### src/rtl/seq_pkg.sv
`timescale 1ns/1ps
package seq_pkg;
  typedef enum logic [1:0] {
    ST_IDLE  = 2'd0,
    ST_ISSUE = 2'd1,
    ST_FAULT = 2'd2
  } seq_state_e;

  localparam logic [1:0] EXC_NONE   = 2'd0;
  localparam logic [1:0] EXC_TAGGED = 2'd1;
  localparam logic [1:0] EXC_RANGE  = 2'd2;

  // operand slots: 0 = destination, 1 = source 1, 2 = source 2
  localparam int NOPND = 3;
endpackage

### src/rtl/seq_tag_table.sv
`timescale 1ns/1ps
module seq_tag_table #(
  parameter int NREG = 32,
  parameter int NRD  = 3,
  localparam int RW  = $clog2(NREG)
) (
  input  logic                    clk,
  input  logic                    rst_n,
  input  logic                    lock,
  input  logic                    we,
  input  logic [RW-1:0]           widx,
  input  logic                    wval,
  input  logic [NRD-1:0][RW-1:0]  ridx,
  output logic [NRD-1:0]          rtag
);
  logic [NREG-1:0] tag_q;
  logic [NREG-1:0] tag_d;
  logic            wr_en;

  assign wr_en = we & ~lock;

  always_comb begin
    tag_d = tag_q;
    if (32'(widx) < NREG) tag_d[widx] = wval;
  end

  always_ff @(posedge clk or negedge rst_n) begin
    if (!rst_n)     tag_q <= '0;
    else if (wr_en) tag_q <= tag_d;
  end

  for (genvar g = 0; g < NRD; g++) begin : g_rd
    assign rtag[g] = (32'(ridx[g]) < NREG) ? tag_q[ridx[g]] : 1'b0;
  end

  // no tag changes while a loop holds the lock
  a_r8_tag_locked: assert property (@(posedge clk) disable iff (!rst_n)
    lock |=> $stable(tag_q));
endmodule

### src/rtl/seq_len_csr.sv
`timescale 1ns/1ps
module seq_len_csr #(
  parameter int LEN_W = 6
) (
  input  logic             clk,
  input  logic             rst_n,
  input  logic             lock,
  input  logic             we,
  input  logic [LEN_W-1:0] wdata,
  output logic [LEN_W-1:0] len
);
  logic [LEN_W-1:0] len_q;
  logic             wr_en;

  assign wr_en = we & ~lock;

  always_ff @(posedge clk or negedge rst_n) begin
    if (!rst_n)     len_q <= LEN_W'(1);
    else if (wr_en) len_q <= wdata;
  end

  assign len = len_q;

  // length frozen during a loop
  a_r8_len_locked: assert property (@(posedge clk) disable iff (!rst_n)
    lock |=> $stable(len_q));
endmodule

### src/rtl/seq_opnd_offset.sv
`timescale 1ns/1ps
module seq_opnd_offset #(
  parameter int NREG  = 32,
  parameter int LEN_W = 6,
  parameter bit APPLY = 1'b1,
  localparam int RW   = $clog2(NREG),
  localparam int SUM_W = ((LEN_W > RW) ? LEN_W : RW) + 1
) (
  input  logic [RW-1:0]    base,
  input  logic             active,
  input  logic [LEN_W-1:0] elem,
  output logic [RW-1:0]    idx,
  output logic             ovf
);
  if (APPLY) begin : g_offset
    logic [SUM_W-1:0] sum;
    assign sum = SUM_W'(base) + SUM_W'(elem);
    assign idx = active ? sum[RW-1:0] : base;
    assign ovf = active && (sum > SUM_W'(NREG - 1));
  end else begin : g_bypass
    logic unused_in;
    assign unused_in = active ^ (^elem);
    assign idx = base;
    assign ovf = 1'b0;
  end
endmodule

### src/rtl/seq_elem_ctrl.sv
`timescale 1ns/1ps
module seq_elem_ctrl
  import seq_pkg::*;
#(
  parameter int LEN_W = 6,
  parameter bit TRAP  = 1'b0
) (
  input  logic             clk,
  input  logic             rst_n,
  input  logic             in_valid,
  input  logic             any_tag,
  input  logic [LEN_W-1:0] cnt_in,
  input  logic             out_ready,
  input  logic             ovf,
  output logic             in_ready,
  output logic             out_valid,
  output logic [LEN_W-1:0] elem,
  output logic             pc_advance,
  output logic             exc_valid,
  output logic [1:0]       exc_code,
  output logic             busy
);
  seq_state_e       state_q, state_d;
  logic [LEN_W-1:0] elem_q, elem_d;
  logic [LEN_W-1:0] cnt_q, cnt_d;
  logic [1:0]       code_q, code_d;
  logic             last;
  logic             elem_en, cnt_en, code_en;

  assign last = (elem_q == cnt_q - LEN_W'(1));

  always_comb begin
    state_d    = state_q;
    elem_d     = elem_q;
    cnt_d      = cnt_q;
    code_d     = code_q;
    in_ready   = 1'b0;
    out_valid  = 1'b0;
    pc_advance = 1'b0;
    exc_valid  = 1'b0;
    case (state_q)
      ST_IDLE: begin
        in_ready = 1'b1;
        if (in_valid) begin
          if (TRAP && any_tag) begin
            state_d = ST_FAULT;
            code_d  = EXC_TAGGED;
          end else begin
            state_d = ST_ISSUE;
            elem_d  = '0;
            cnt_d   = cnt_in;
          end
        end
      end
      ST_ISSUE: begin
        if (ovf) begin
          state_d = ST_FAULT;
          code_d  = EXC_RANGE;
        end else begin
          out_valid = 1'b1;
          if (out_ready) begin
            if (last) begin
              pc_advance = 1'b1;
              state_d    = ST_IDLE;
            end else begin
              elem_d = elem_q + LEN_W'(1);
            end
          end
        end
      end
      ST_FAULT: begin
        exc_valid = 1'b1;
        state_d   = ST_IDLE;
      end
      default: state_d = ST_IDLE;
    endcase
  end

  assign elem_en = ((state_q == ST_IDLE) && in_valid) || (out_valid && out_ready);
  assign cnt_en  = (state_q == ST_IDLE) && in_valid;
  assign code_en = (state_d == ST_FAULT) && (state_q != ST_FAULT);

  always_ff @(posedge clk or negedge rst_n) begin
    if (!rst_n) state_q <= ST_IDLE;
    else        state_q <= state_d;
  end

  always_ff @(posedge clk or negedge rst_n) begin
    if (!rst_n)       elem_q <= '0;
    else if (elem_en) elem_q <= elem_d;
  end

  always_ff @(posedge clk or negedge rst_n) begin
    if (!rst_n)      cnt_q <= LEN_W'(1);
    else if (cnt_en) cnt_q <= cnt_d;
  end

  always_ff @(posedge clk or negedge rst_n) begin
    if (!rst_n)       code_q <= EXC_NONE;
    else if (code_en) code_q <= code_d;
  end

  assign elem     = elem_q;
  assign busy     = (state_q != ST_IDLE);
  assign exc_code = exc_valid ? code_q : EXC_NONE;

  // nothing issues in the cycle after the final element
  a_r3_no_issue_after_last: assert property (@(posedge clk) disable iff (!rst_n)
    pc_advance |=> !out_valid);
  // element index never reaches the captured count
  a_r3_elem_in_range: assert property (@(posedge clk) disable iff (!rst_n)
    out_valid |-> (elem_q < cnt_q));
  // every issue run starts at element zero
  a_r2_first_elem_zero: assert property (@(posedge clk) disable iff (!rst_n)
    $rose(out_valid) |-> (elem_q == '0));
  // exception is a single-cycle pulse
  a_r7_exc_one_cycle: assert property (@(posedge clk) disable iff (!rst_n)
    exc_valid |=> !exc_valid);
endmodule

### src/rtl/elem_issue_seq.sv
`timescale 1ns/1ps
module elem_issue_seq
  import seq_pkg::*;
#(
  parameter int NREG        = 32,
  parameter int LEN_W       = 6,
  parameter int OP_W        = 16,
  parameter bit TRAP_ON_TAG = 1'b0,
  localparam int RW         = $clog2(NREG)
) (
  input  logic             clk,
  input  logic             rst_n,
  input  logic             csr_len_we,
  input  logic [LEN_W-1:0] csr_len_wdata,
  input  logic             csr_tag_we,
  input  logic [RW-1:0]    csr_tag_idx,
  input  logic             csr_tag_val,
  input  logic             in_valid,
  output logic             in_ready,
  input  logic [OP_W-1:0]  in_op,
  input  logic [RW-1:0]    in_rd,
  input  logic [RW-1:0]    in_rs1,
  input  logic [RW-1:0]    in_rs2,
  input  logic             in_rd_en,
  input  logic             in_rs1_en,
  input  logic             in_rs2_en,
  output logic             out_valid,
  input  logic             out_ready,
  output logic [OP_W-1:0]  out_op,
  output logic [RW-1:0]    out_rd,
  output logic [RW-1:0]    out_rs1,
  output logic [RW-1:0]    out_rs2,
  output logic             out_rd_en,
  output logic             out_rs1_en,
  output logic             out_rs2_en,
  output logic [LEN_W-1:0] out_elem,
  output logic             pc_advance,
  output logic             exc_valid,
  output logic [1:0]       exc_code
);
  logic [NOPND-1:0][RW-1:0] in_idx;
  logic [NOPND-1:0]         in_en;
  logic [NOPND-1:0]         tag_hit;
  logic [NOPND-1:0]         act_in;
  logic                     any_tag;
  logic [LEN_W-1:0]         len;
  logic [LEN_W-1:0]         cnt_in;
  logic                     busy;
  logic                     accept;

  logic [OP_W-1:0]          op_q;
  logic [NOPND-1:0][RW-1:0] idx_q;
  logic [NOPND-1:0]         en_q;
  logic [NOPND-1:0]         act_q;

  logic [NOPND-1:0][RW-1:0] idx_out;
  logic [NOPND-1:0]         ovf_v;
  logic                     ovf_any;

  assign in_idx = {in_rs2, in_rs1, in_rd};
  assign in_en  = {in_rs2_en, in_rs1_en, in_rd_en};

  seq_tag_table #(.NREG(NREG), .NRD(NOPND)) u_tags (
    .clk   (clk),
    .rst_n (rst_n),
    .lock  (busy),
    .we    (csr_tag_we),
    .widx  (csr_tag_idx),
    .wval  (csr_tag_val),
    .ridx  (in_idx),
    .rtag  (tag_hit)
  );

  seq_len_csr #(.LEN_W(LEN_W)) u_len (
    .clk   (clk),
    .rst_n (rst_n),
    .lock  (busy),
    .we    (csr_len_we),
    .wdata (csr_len_wdata),
    .len   (len)
  );

  assign act_in  = tag_hit & in_en;
  assign any_tag = |act_in;
  assign cnt_in  = !any_tag ? LEN_W'(1)
                 : ((len <= LEN_W'(1)) ? LEN_W'(1) : len);

  seq_elem_ctrl #(.LEN_W(LEN_W), .TRAP(TRAP_ON_TAG)) u_ctrl (
    .clk        (clk),
    .rst_n      (rst_n),
    .in_valid   (in_valid),
    .any_tag    (any_tag),
    .cnt_in     (cnt_in),
    .out_ready  (out_ready),
    .ovf        (ovf_any),
    .in_ready   (in_ready),
    .out_valid  (out_valid),
    .elem       (out_elem),
    .pc_advance (pc_advance),
    .exc_valid  (exc_valid),
    .exc_code   (exc_code),
    .busy       (busy)
  );

  assign accept = in_valid & in_ready;

  always_ff @(posedge clk or negedge rst_n) begin
    if (!rst_n) begin
      op_q  <= '0;
      idx_q <= '0;
      en_q  <= '0;
      act_q <= '0;
    end else if (accept) begin
      op_q  <= in_op;
      idx_q <= in_idx;
      en_q  <= in_en;
      act_q <= act_in;
    end
  end

  for (genvar g = 0; g < NOPND; g++) begin : g_opnd
    seq_opnd_offset #(.NREG(NREG), .LEN_W(LEN_W), .APPLY(!TRAP_ON_TAG)) u_off (
      .base   (idx_q[g]),
      .active (act_q[g]),
      .elem   (out_elem),
      .idx    (idx_out[g]),
      .ovf    (ovf_v[g])
    );
  end

  assign ovf_any    = |ovf_v;
  assign out_op     = op_q;
  assign out_rd     = idx_out[0];
  assign out_rs1    = idx_out[1];
  assign out_rs2    = idx_out[2];
  assign out_rd_en  = en_q[0];
  assign out_rs1_en = en_q[1];
  assign out_rs2_en = en_q[2];

  // a stalled element keeps every output field
  a_r5_stall_hold: assert property (@(posedge clk) disable iff (!rst_n)
    (out_valid && !out_ready) |=>
      (out_valid && $stable(out_op) && $stable(out_rd) && $stable(out_rs1)
       && $stable(out_rs2) && $stable(out_elem)));
  // decode is held off while elements are issued
  a_r3_busy_not_ready: assert property (@(posedge clk) disable iff (!rst_n)
    out_valid |-> !in_ready);
  // an exception cycle never carries an issue or a PC advance
  a_r7_exc_no_issue: assert property (@(posedge clk) disable iff (!rst_n)
    exc_valid |-> (!out_valid && !pc_advance));
endmodule

### config.mk
export PLATFORM = sky130hd
export DESIGN_NAME = elem_issue_seq
export DESIGN_NICKNAME = d
export VERILOG_FILES = /design/src/rtl/seq_pkg.sv /design/src/rtl/seq_tag_table.sv /design/src/rtl/seq_len_csr.sv /design/src/rtl/seq_opnd_offset.sv /design/src/rtl/seq_elem_ctrl.sv /design/src/rtl/elem_issue_seq.sv
export SDC_FILE = /design/constraint.sdc
export NUM_CORES = 1
export LEC_CHECK = 0
export BUFFER_PORTS_ARGS = -buffer_cell sky130_fd_sc_hd__buf_4
export CAP_MARGIN = 15
export CORE_MARGIN = 2
export CORE_UTILIZATION = 30
export CTS_BUF_LIST = sky130_fd_sc_hd__clkbuf_8
export DETAILED_ROUTE_END_ITERATION = 10
export GPL_TIMING_DRIVEN = 0
export PLACE_DENSITY_LB_ADDON = 0.1
export SLEW_MARGIN = 40
export SYNTH_ARGS = -nofsm -noshare
export SYNTH_HDL_FRONTEND = slang
export SYNTH_SLANG_ARGS = --single-unit
### constraint.sdc
create_clock -name clk -period 3.6 [get_ports clk]
set_input_delay 0 -clock clk [delete_from_list [all_inputs] [get_ports clk]]
set_output_delay 0 -clock clk [all_outputs]
set_load 0.1 [all_outputs]
* Word-level counts from Yosys, hierarchy flattened
Index checks and enable logic that the tools add are counted.
** Storage, ports and cells
- Register bits after elaboration :: 90
- Word-level logic and storage cells :: 89
** Cells by class
- Magnitude comparators :: 9
- Mux-type cells :: 33
- Reductions and logical operators :: 16
- $add $sub $neg :: 5
- Bitwise operators :: 5
- Equality and inequality tests :: 9
** Operators with widths (count)
- 6-bit 2-to-1 mux :: 6
- 32-bit bitwise mux :: 1
- 5-bit by 6-bit less-than comparator with 1-bit output, second input constant :: 4
- 5-bit by 6-bit adder with 7-bit output :: 3
- 7-bit by 5-bit > comparator with 1-bit output, second input constant :: 3
- 1-bit binary-select mux with 5-bit select :: 3
- 5-bit 2-to-1 mux :: 3
- 1-bit 2-to-1 mux :: 12
- 6-bit one-hot mux with 2 select lines :: 1
- 2-bit 2-to-1 mux :: 5
- 2-bit inequality test, second input constant :: 5
- 1-bit logical AND :: 7
- 6-bit by 1-bit adder with 6-bit output, second input constant :: 1
- 6-bit == test :: 1
- 6-bit by 1-bit <= comparator with 1-bit output, second input constant :: 1
- 3-bit AND reduction :: 2
- 6-bit AND reduction :: 1
- 3-bit OR reduction :: 2
- 6-bit by 1-bit subtractor with 6-bit output, second input constant :: 1
- 1-bit demux with 5-bit select :: 1
- 5-bit by 1-bit greater-or-equal comparator with 1-bit output, second input constant :: 1
- 2-bit == test, second input constant :: 2
- 2-bit one-hot mux with 2 select lines :: 1
- 2-bit nonzero test :: 2
- other kinds (6) :: 8

* Logic depth before layout (Yosys ltp)
Gate-level depths: netlist of run 1.
- Depth after elaboration :: 9
- Mapped depth :: 8

* Cells and area by module
A second synthesis of run 1 with hierarchy kept.
** Unflattened totals
- Cells, all modules :: 528
- Area, all modules :: 5830.6 µm²
** Modules (own cells, without submodules)
- seq_tag_table :: instances 1, sequential area each 800.8 µm², cells each 242, area an instance 2401.1 µm²
- elem_issue_seq :: instances 1, sequential area each 925.9 µm², cells each 92, area an instance 1448.9 µm²
- seq_elem_ctrl :: instances 1, sequential area each 376.6 µm², cells each 88, area an instance 920.9 µm²
- seq_opnd_offset at g_opnd[1].u_off ... :: instances 2, sequential area each 0.0 µm², cells each 31, area an instance 266.5 µm²
- seq_len_csr :: instances 1, sequential area each 151.4 µm², cells each 14, area an instance 266.5 µm²
- seq_opnd_offset at g_opnd[0].u_off :: instances 1, sequential area each 0.0 µm², cells each 30, area an instance 260.2 µm²

* Worst setup path after synthesis of run 1
Ideal clock, no wire load.
- Kind :: reg2out
- From :: register u_ctrl.elem_q[0] (netlist: u_ctrl.elem[0])
- To :: output pc_advance
- Data required time :: 3.600 ns
- Stages on the path, launching flop included :: 9
- Slack :: -1.395 ns
- Path buffers :: 0
- Arrival time :: 4.995 ns
- Cells stage by stage :: dfrtp_1 > ha_1 > fa_1 > a211oi_1 > nor2_1 > o311a_1 > a211oi_2 > and2_1 > nor2b_1
** Between the ends
- Cells in the longest elaborated chain, start to end :: 6
** Ends and longest elaborated chain
- from (decl) :: RTL line seq_elem_ctrl.sv:24 : logic [LEN_W-1:0] elem_q, elem_d;
- from (signal assigned) :: RTL line seq_elem_ctrl.sv:90 : else if (elem_en) elem_q <= elem_d;
- 5-bit by 6-bit adder with 7-bit output :: RTL line seq_opnd_offset.sv:17 : assign sum = SUM_W'(base) + SUM_W'(elem);
- 7-bit by 5-bit > comparator with 1-bit output :: RTL line seq_opnd_offset.sv:19 : assign ovf = active && (sum > SUM_W'(NREG - 1));
- 1-bit logical AND :: RTL line seq_opnd_offset.sv:19
- 3-bit OR reduction :: RTL line elem_issue_seq.sv:131 : assign ovf_any = |ovf_v;
- 1-bit 2-to-1 mux * :: RTL line seq_elem_ctrl.sv:56 : if (ovf) begin
- 1-bit 2-to-1 mux * :: RTL line seq_elem_ctrl.sv:41 : case (state_q)
- to (decl) :: RTL line elem_issue_seq.sv:37 : output logic pc_advance,
Mark *: on every way between the ends. The rest lies on a longest branch, timed or not.

* Worst setup path after layout of run 1
Ends and elaborated chain as after synthesis.

==> results by group, run 1 <==
CTS
  • H-tree depth: 3
  • Worst-path clk slew: around 0.1 ns
  • CTS Sinks: 90
  • Clock tree root buffer cell: clkbuf_8
  • Clk Latency, worst-skew pair: 0.39 ns
  • Num CTS Buffers: 9
  • Clock buffer depth: 2
  • CTS tree: done

Layout
  • Layout Utilization: between 30% and 40%
  • Area growth syn-to-layout: 29.42%
  • Fillers: 1797
  • # diodes: 0
  • Commonest non-fill, non-tap cell in the layout: nand2_1
  • Most frequent cells in the layout: 142 x nand2_1, 90 x buf_4, 86 x dfrtp_1
  • Share of cells above drive strength 1: 29.28%
  • Final net count: 750

STA
  • Clock skew: roughly 0.010 ns
  • Max Fclk: 298.6 MHz
  • Final setup fails: 0
  • Setup ws final: about 0.25 ns
  • Hold WS: 0.01041 ns
  • Part of the cycle the worst path needs: 93.04%
  • RSZ-0062 raised after global routing: no
  • Hold Fails Final Rpt: 0
  • Setup TNS: 0 ns
  • Min cycle time layout: around 3.3 ns
  • Max_slew headroom: 59.43%
  • Final Max Slew Viols: 0
  • Least-Margin Pin Slew: just over 0.6 ns

Setup path
  • Req. time, crit path: 3.60 ns
  • Critical path type: register to output port
  • Crit-path cells: ha_1 > fa_1 > a211oi_2 > nor2_1 > o311a_1 > a211oi_4 > and2_4 > nor2b_4 > buf_4
  • Crit path DAT: about 3.4 ns
  • Worst Path Max Fanout: 10
  • Critical path launch point type: register
  • Worst Reg-to-Reg Cells: 9
  • Setup crit end kind: output port
  • Crit path max-delay cell type: dfrtp_2
  • CP peak stage delay: 0.52 ns

GRT
  • Vias in the first global route: 4561
  • Largest net degree at the start of global routing: roughly 90
  • All-Layer GR Usage: approximately 16%
  • Congestion Overflow GR: 0
  • Antenna violations before repair: 0
  • First-pass GRT wire length: between 20000 and 25000 um

Yosys
  • Syn Area/Cell: between 10 and 15 um2
  • Syn Nets: 609
  • Async set-or-reset flop fraction in the synthesized netlist: 100.0%
  • Number of flops mapped to enable cells by yosys: 0
  • Top cell type's share of synthesized area: about two fifths
  • Mapped Cells: roughly 540
  • Seq/Total Area, Yosys: 40.88%
  • Post-synth top flop: dfrtp_1
  • Yosys cell types: 58
  • Seq cells post-synth: 90
  • Largest cells by area after synthesis: dfrtp_1 40%, mux2_2 12%, nand2_1 9.7%
  • Area leader, netlist: dfrtp_1
  • Post-synthesis cell area: 0.005515 mm2
  • Synth Warn #: 0

Detailed routing
  • Mean number of vias per cell: slightly below 5
  • Drt total wl: approximately 15000 um
  • Post-DR wirelength/cell: 16.91 um
  • Vias: about 4400
  • Antenna-violating nets left: 0
  • DRT iter0 DRCs: 232
  • Drt drc: 0
  • Pre-Repair DR Iteration Count: 4

Power
  • LEAKAGE: around 3.4 nW
  • Maximum VDD drop: 1.047 mV
  • Pwr dens: between 800 and 900 mW/mm2

Place
  • Worst slack, placed: 0.4415 ns
  • I/O Buffers: 88
  • DP Wirelength: 11560 um
  • RD Place Congestion: 0.8049

Floorplanning
  • Total core area: 0.01802 mm2
  • Initial core utilization: 30.60%
  • Ports: between 90 and 100
  • Die height: 139.6 um
  • Num rows: 49
  • DIE AREA: about 0.019 mm2
  • Die Wd: 139.6 um

Hold path
  • Min-delay worst type: input port to register
  • Hold Path Stages: 3

Status
  • Outcome: completed

Flow run
  • Max-cap viol count: 0
timing repair:
| item | in CTS | in global routing |
|---|---|---|
| endpoints found under the setup margin | 1 | 1 |
| endpoints found under the hold margin | 130 | 0 |
| pin swaps | 0 | 1 |
| resized for setup | 1 | 1 |
| setup buffers | 0 | 2 |
| hold buffers | 39 | 0 |
cell families (layout without fill, tap and decap cells):
group / after synthesis / count (layout) / synth area share [%]
compound gates: 52 / 52 / 6.329
simple gates: 229 / 229 / 18.19
buf+inv: 42 / 188 / 3.244
flops: 90 / 90 / 40.88
xor+xnor: 14 / 14 / 2.223
fa+ha+maj: 20 / 20 / 4.946
other cells: 1 / 1 / 0.06799
mux: 89 / 89 / 24.12
flip-flops by register name, summed over array words and instances, names as in the netlist:
| register | flops |
|---|---|
| out_op | 16 |
| u_ctrl.code_q | 1 |
| en_q | 3 |
| u_ctrl.state_q | 2 |
| u_len.len | 6 |
| u_ctrl.elem | 6 |
| act_q | 3 |
| idx_q | 15 |
| u_ctrl.cnt_q | 6 |
| u_tags.tag_q | 32 |
routing by layer:
metal	part of all wire [%]	vias up	wire (um)	global-route usage, %
li1	-	2161	-	-
met1	45	2153	7010	21.00
met2	50	86	7641	27.48
met3	3.4	17	532	2.959
met4	1.6	0	241	5.368
met5	0	-	0	0
worst max-delay path: cells and delay by family (launching register included):
kind / cells / cell delay, ns
compound gates: 3 / 1.02
fa+ha+maj: 2 / 0.71
buf+inv: 1 / 0.29
flops: 1 / 0.52
simple gates: 3 / 0.43
report_power, final:
group	internal, W	switching [W]
clock	0.000385	0.000377
combinational	0.00113	0.00274
sequential	0.00137	0.000362
final cells by class:
type	count	area (um2)	area share (%)
clock buffer	9	123.9	1.735
tap	229	286.5	4.014
timing repair buffer	130	1100	15.41
inverter	12	45.04	0.6310
sequential	90	2257	31.62
multi-input combinational	405	3104	43.49
buffer	30	133.9	1.876
clock inverter	7	87.58	1.227
synth_stat cells (all sizes together) (3+ instances only):
| library cell | number |
|---|---|
| mux4 | 27 |
| xnor2 | 8 |
| o21ai | 7 |
| nand3 | 9 |
| a21oi | 19 |
| nor2b | 8 |
| ha | 17 |
| o21bai | 3 |
| nand2b | 5 |
| and2 | 7 |
| inv | 12 |
| or2 | 3 |
| nor2 | 34 |
| clkbuf | 25 |
| nand4b | 3 |
| nor3 | 3 |
| fa | 3 |
| mux2 | 57 |
| a211oi | 4 |
| xor2 | 6 |
| nand2 | 143 |
| buf | 5 |
| dfrtp | 88 |
| mux2i | 5 |
stage by stage:
stage	instance area, um2	total power [W]	instances
floorplan	5528	0.004781	537
global placement	6475	0.005521	854
detailed placement	6479	0.005583	854
CTS	7088	0.006408	909
global route	7138	0.006736	912
finish	7138	0.006365	912
worst paths after layout:
| kind | endpoint | slack, ns | start |
|---|---|---|---|
| max | pc_advance | 0.25 | u_ctrl.elem[0] |
| min | idx_q[1] | 0.01 | in_rd[1] |
| max reg2reg | u_ctrl.elem[5] | 0.69 | u_ctrl.elem[0] |
| min reg2reg | u_ctrl.code_q[1] | 0.46 | u_ctrl.code_q[1] |
| max in group asynchronous | u_len.len[0] | 2.87 | rst_n |
| min in group asynchronous | u_ctrl.elem[2] | 0.11 | rst_n |
Power figures use the tool's default switching activity.
==> run 2, diff against run 1 <==
--- a/config.mk
+++ b/config.mk
@@ -5,6 +5,7 @@
 export SDC_FILE = /design/constraint.sdc
 export NUM_CORES = 1
 export LEC_CHECK = 0
+export ABC_AREA = 1
 export BUFFER_PORTS_ARGS = -buffer_cell sky130_fd_sc_hd__buf_4
 export CAP_MARGIN = 15
 export CORE_MARGIN = 2
==> results by group, run 2 <==
Status
  • Outcome: completed

Yosys
  • Area leader, netlist: dfrtp_1
  • Synth Warn #: 0
  • Seq cells post-synth: 90
  • Syn Nets: 857
  • Xor/xnor share of the synthesized area: around 2.1%
  • Main combinational cell family by area after synthesis: simple AND/OR/NAND/NOR gates
  • Compound-gate portion of the synthesized area: 10.88%
  • Seq/Total Area, Yosys: 39.53%
  • Async set-or-reset flop fraction in the synthesized netlist: 100.0%
  • Top cell type's share of synthesized area: 38.61%
  • Post-synthesis cell area: 0.005703 mm2
  • Mapped Cells: 785
  • Commonest cells post-synth: 278 x nand2_1, 108 x nand3_1, 88 x dfrtp_1
  • Yosys cell types: 40
  • Post-synth top flop: dfrtp_1
  • Largest cells by area after synthesis: dfrtp_1 39%, nand2_1 18%, nand3_1 9.5%
  • Syn Area/Cell: approximately 7.3 um2
  • Simple logic cell fraction of the synthesized area: 35.30%
  • Mux cell area share after synthesis: less than 1%
  • Most frequent cell after synthesis: nand2_1
  • Adder-cell area share of the yosys netlist: 4.783%
  • Number of flops mapped to enable cells by yosys: 0

GRT
  • Antenna violations before repair: 0
  • All-Layer GR Usage: between 10% and 20%
  • Largest net degree at the start of global routing: approximately 90
  • First-pass GRT wire length: about 30000 um
  • Congestion Overflow GR: 0
  • Vias in the first global route: 5251

STA
  • Final setup fails: 0
  • Min cycle time layout: 2.743 ns
  • Max Fclk: 364.5 MHz
  • Clock skew: between 0.015 and 0.02 ns
  • Max_slew headroom: 51.81%
  • Setup TNS: 0 ns
  • RSZ-0062 raised after global routing: no
  • Final Max Slew Viols: 0
  • Least-Margin Pin Slew: a little over 0.7 ns
  • Hold Fails Final Rpt: 0
  • Hold WS: ~0.027 ns
  • Part of the cycle the worst path needs: 76.20%

Detailed routing
  • Vias: about 5600
  • Drt total wl: 18270 um
  • Post-DR wirelength/cell: 15.71 um
  • Pre-Repair DR Iteration Count: 5
  • Mean number of vias per cell: 4.852
  • DRT iter0 DRCs: 258
  • Antenna-violating nets left: 0
  • Drt drc: 0

CTS
  • CTS Sinks: 90
  • Num CTS Buffers: 9
  • H-tree depth: 3
  • Worst-path clk slew: 0.10 ns
  • Clock tree root buffer cell: clkbuf_8
  • Number of gates resized after CTS: 0
  • Post CTS Setup Buffer Count: 0
  • Clk Latency, worst-skew pair: ~0.38 ns
  • CTS tree: done
  • Clock buffer depth: 2

Layout
  • Most frequent cells in the layout: 278 x nand2_1, 108 x nand3_1, 94 x buf_4
  • Largest register FFs: 32
  • Final net count: 996
  • Share of cells above drive strength 1: 18.08%
  • Non-Filler Instances: 1163
  • Most flops, register: u_tags.tag_q
  • Commonest non-fill, non-tap cell in the layout: nand2_1
  • Area growth syn-to-layout: 27.40%
  • # diodes: 0

Setup path
  • Crit path DAT: between 2 and 3 ns
  • Setup crit end kind: output port
  • Crit-path cells: ha_1 > fa_1 > nand3_1 > nand2_1 > nand2_1 > nand3_1 > nand3_1 > nand3_2 > nor3_2 > buf_4
  • Critical path launch point type: register
  • Req. time, crit path: ~3.6 ns
  • Critical path type: register to output port
  • CP peak stage delay: roughly 0.55 ns
  • Crit path max-delay cell type: dfrtp_1
  • Worst Path Max Fanout: 9
  • Crit path top cell by count: nand3_1

Floorplanning
  • Die Wd: ~140 um
  • Initial core utilization: 30.49%
  • Die height: 141.9 um
  • Num rows: 50
  • DIE AREA: 0.02013 mm2
  • Total core area: 0.01871 mm2
  • Ports: 98

Place
  • I/O Buffers: 90
  • Placed cell count: 1109
  • DP Wirelength: 13550 um
  • RD Place Congestion: 0.8423

Power
  • LEAKAGE: 3.654 nW
  • Pwr dens: 930.5 mW/mm2
  • Maximum VDD drop: 0.5447 mV
  • Pwr Total: 0.006761 W

Flow run
  • Max-cap viol count: 0

Hold path
  • Min-delay worst type: input port to register
==> run 2: cell types whose count changed in the layout (fill, tap and decap cells not counted), sizes merged, moves of 17 or more <==
cell,change
mux4,-27
o21ai,+25
a21oi,+30
inv,+49
a31oi,+27
clkbuf,-17
nand2,+141
nand3,+102
mux2,-55
==> run 2: final cells by class <==
cell class	count	area, um2
Multi-Input combinational cell	605	3067
Buffer	29	165.2
Tap cell	234	292.8
Inverter	61	229.0
Clock inverter	7	70.07
Fill cell	1994	11440
Timing Repair Buffer	128	1064
Clock buffer	9	123.9
Sequential cell	90	2255
==> run 2: routing by layer <==
metal  vias to the layer above  GRT usage, %  share of wire [%]
met4                         0         4.474                1.3
met1                      2617         26.72                 48
met3                        16         2.666                3.7
met2                       130         29.64                 47
met5                         -             0                  0
li1                       2880             -                  -
==> run 2: timing repair <==
action / CTS / global route
hold buffers: 38 / 0
setup endpoints to repair: 0 / 0
endpoints found under the hold margin: 129 / 0
==> run 2: path summary, 6_finish.rpt <==
| kind | startpoint | endpoint | slack, ns | cells after the start |
|---|---|---|---|---|
| setup / recovery | u_ctrl.elem[0] | pc_advance | 0.86 | 10 |
| hold / removal | out_ready | u_ctrl.state_q[0] | 0.03 | 4 |
| setup reg to reg | u_ctrl.elem[0] | u_ctrl.elem[3] | 1.07 | 14 |
| hold reg to reg | u_ctrl.code_q[1] | u_ctrl.code_q[1] | 0.46 | 2 |
| max in group asynchronous | rst_n | out_op[3] | 2.86 | 2 |
| min in group asynchronous | rst_n | idx_q[10] | 0.23 | 2 |
==> run 2: through the flow <==
stage,area [um2],util (%),setup slack [ns]
after CTS,7261,38.82,0.7823
after global placement,6679,35.71,1.044
after floorplan,5710,-,0.2171
after detailed placement,6686,35.75,1.036
after global routing,7266,38.84,0.6068
final,7266,38.84,0.8568
==> run 2: logic make-up (layout without fill, tap and decap cells) <==
| kind of cell | count (synthesis) | count (layout) |
|---|---|---|
| simple gates | 456 | 456 |
| compound gates | 113 | 113 |
| flops | 90 | 90 |
| buf+inv | 90 | 234 |
| fa+ha+maj | 20 | 20 |
| xor+xnor | 13 | 13 |
| mux | 2 | 2 |
| other cells | 1 | 1 |
==> run 2: power breakdown <==
part	leakage (nW)	total, W	internal [W]	switching, W
sequential	1.14	0.00192	0.00142	0.000496
clock	0.0984	0.000717	0.000320	0.000397
combinational	2.41	0.00413	0.00105	0.00308
==> run 2: worst max-delay path, delay by kind of cell, from the launching register on <==
kind | cells | cell delay, ns
flip-flops | 1 | 0.55
adder cells (fa/ha/maj) | 2 | 0.75
AND/OR/NAND/NOR | 7 | 0.76
buffers and inverters | 1 | 0.31
==> run 3, diff against run 2 <==
==> constraint.sdc (replaced) <==
create_clock -name clk -period 2.3 [get_ports clk]
set_input_delay 0 -clock clk [delete_from_list [all_inputs] [get_ports clk]]
set_output_delay 0 -clock clk [all_outputs]
set_load 0.1 [all_outputs]
==> results by group, run 3 (synthesis gave the netlist of run 2 again) <==
Setup path
  • Critical path type: register to output port
  • Worst Reg-to-Reg Cells: 14
  • Req. time, crit path: between 2 and 2.5 ns
  • Critical path launch point type: register
  • Crit path DAT: 2.43 ns
  • Setup crit end kind: output port
  • Worst Path Max Fanout: 6
  • Worst R2R Start: u_ctrl.elem[0]
  • Worst R2R Setup Slack: 0.02 ns
  • R2R Path End: u_ctrl.elem[3]

Floorplanning
  • DIE AREA: approximately 0.020 mm2
  • Num rows: 50
  • Initial core utilization: 30.49%
  • Die Wd: 141.9 um
  • Total core area: 0.01871 mm2
  • Die height: about 140 um
  • Ports: 98

Layout
  • Largest register FFs: 32
  • # diodes: 0
  • Fillers: ~2000
  • Most flops, register: u_tags.tag_q
  • Area growth syn-to-layout: 34.16%
  • Commonest non-fill, non-tap cell in the layout: nand2_1
  • Share of cells above drive strength 1: 22.93%
  • Most frequent cells in the layout: 273 x nand2_1, 104 x nand3_1, 98 x buf_4
  • Final net count: approximately 1000

Detailed routing
  • Antenna-violating nets left: 0
  • Drt total wl: 18410 um
  • Vias: 5702
  • Drt drc: 0
  • DRT iter0 DRCs: 313
  • Post-DR wirelength/cell: 15.65 um
  • Mean number of vias per cell: 4.849
  • Pre-Repair DR Iteration Count: 5

STA
  • RSZ-0062 raised after global routing: yes
  • Least-Margin Pin Slew: 0.7102 ns
  • Setup TNS: -0.3528 ns
  • Max Fclk: roughly 410 MHz
  • Setup ws final: -0.1254 ns
  • Clock skew: 0.01249 ns
  • Part of the cycle the worst path needs: 105.5%
  • Final setup fails: 3
  • Max_slew headroom: 52.65%
  • Min cycle time layout: 2.425 ns
  • Final Max Slew Viols: 0
  • Hold Fails Final Rpt: 0

CTS
  • CTS tree: done
  • Worst-path clk slew: 0.10 ns
  • H-tree depth: 3
  • Num CTS Buffers: 9
  • CTS Sinks: 90
  • Clk Latency, worst-skew pair: 0.38 ns
  • Clock tree root buffer cell: clkbuf_8
  • Clock buffer depth: 2

GRT
  • First-pass GRT wire length: around 29000 um
  • Antenna violations before repair: 0
  • All-Layer GR Usage: 18.78%
  • Largest net degree at the start of global routing: 91
  • Vias in the first global route: 5242
  • Congestion Overflow GR: 0

Power
  • Pwr dens: approximately 1500 mW/mm2
  • Maximum VDD drop: 0.8413 mV
  • Pwr Total: 0.01117 W
  • LEAKAGE: 3.763 nW

Hold path
  • Min-delay worst type: input port to register
  • Hold Path Stages: 3
  • Hold Crit Endpoint: u_tags.tag_q[19]
  • Hold path startpoint: csr_tag_idx[3]

Status
  • Failing checks: negative setup slack
  • Outcome: finished, violations left

Place
  • DP Wirelength: 13570 um
  • I/O Buffers: 90
  • RD Place Congestion: 0.8546

Flow run
  • Max-cap viol count: 0
==> run 3: changes by cell type in the layout (fill, tap and decap cells not counted), sizes merged <==
cell	before	now
dlygate4sd3	38	39
clkinv	2	5
clkinvlp	2	0
inv	63	62
buf	110	122
==> run 3: worst max-delay path by stage <==
stage               slack (ns)             end  depth (start not counted)           start
floorplan                -0.23      pc_advance                          9  u_ctrl.elem[0]
global placement         -0.06  u_ctrl.elem[5]                         13  u_ctrl.elem[0]
detailed placement       -0.07  u_ctrl.elem[3]                         14  u_ctrl.elem[0]
CTS                      -0.18      pc_advance                         10  u_ctrl.elem[0]
global route             -0.29      pc_advance                         10  u_ctrl.elem[0]
finish                   -0.13      pc_advance                         10  u_ctrl.elem[0]
==> run 3: per-layer routing <==
layer  track usage [%]  vias to the layer above  share of wire, %
li1                  -                     2898                 -
met1             26.67                     2647                48
met2             30.10                      141                47
met3             2.632                       16               4.0
met4             4.947                        0               1.2
met5                 0                        -                 0
==> run 3: where the power goes <==
group	total, W	internal (W)	leakage [nW]	switching [W]
clock network	0.00112	0.000503	0.105	0.000615
registers	0.00302	0.00224	1.14	0.000786
logic	0.00703	0.00200	2.52	0.00504
total	0.0112	0.00474	3.76	0.00644
==> run 3: area by class of cell <==
type	count	area, um2	share of cell area [%]
inverter	61	229.0	2.993
multi-input combinational	605	3267	42.70
timing repair buffer	141	1237	16.17
clock buffer	9	123.9	1.619
sequential	90	2266	29.62
clock inverter	7	70.07	0.9158
buffer	29	165.2	2.159
tap	234	292.8	3.827
==> run 3: critical path: stages (launching register included) <==
cell	delay (ns)
dfrtp_4	0.57
ha_4	0.19
fa_2	0.34
a21oi_2	0.15
nand3_1	0.09
nand2_1	0.06
nand2_1	0.06
nand2_2	0.08
nand3_4	0.12
nor3_4	0.17
buf_12	0.20
==> run 3: what timing repair did <==
action / in CTS / in global routing
hold buffers: 39 / 0
buffers inserted: 7 / 5
pin swaps: 9 / 10
resized for setup: 19 / 16
setup endpoints to repair: 12 / 16
gates cloned: 0 / 0
endpoints found under the hold margin: 130 / 0
==> run 3: metrics by stage <==
| stage | utilization, % | std cells | hold WS (ns) | worst slack [ns] | cell area [um2] |
|---|---|---|---|---|---|
| after floorplan | - | 785 | -0.2956 | -0.2258 | 5861 |
| after global placement | 36.51 | 1109 | 0.1966 | -0.06311 | 6829 |
| after detailed placement | 36.55 | 1109 | 0.08134 | -0.07367 | 6837 |
| after CTS | 40.35 | 1171 | 0.0007641 | -0.1841 | 7548 |
| after global routing | 40.90 | 1176 | 0.02637 | -0.2877 | 7651 |
| final | 40.90 | 1176 | 0.02457 | -0.1254 | 7651 |
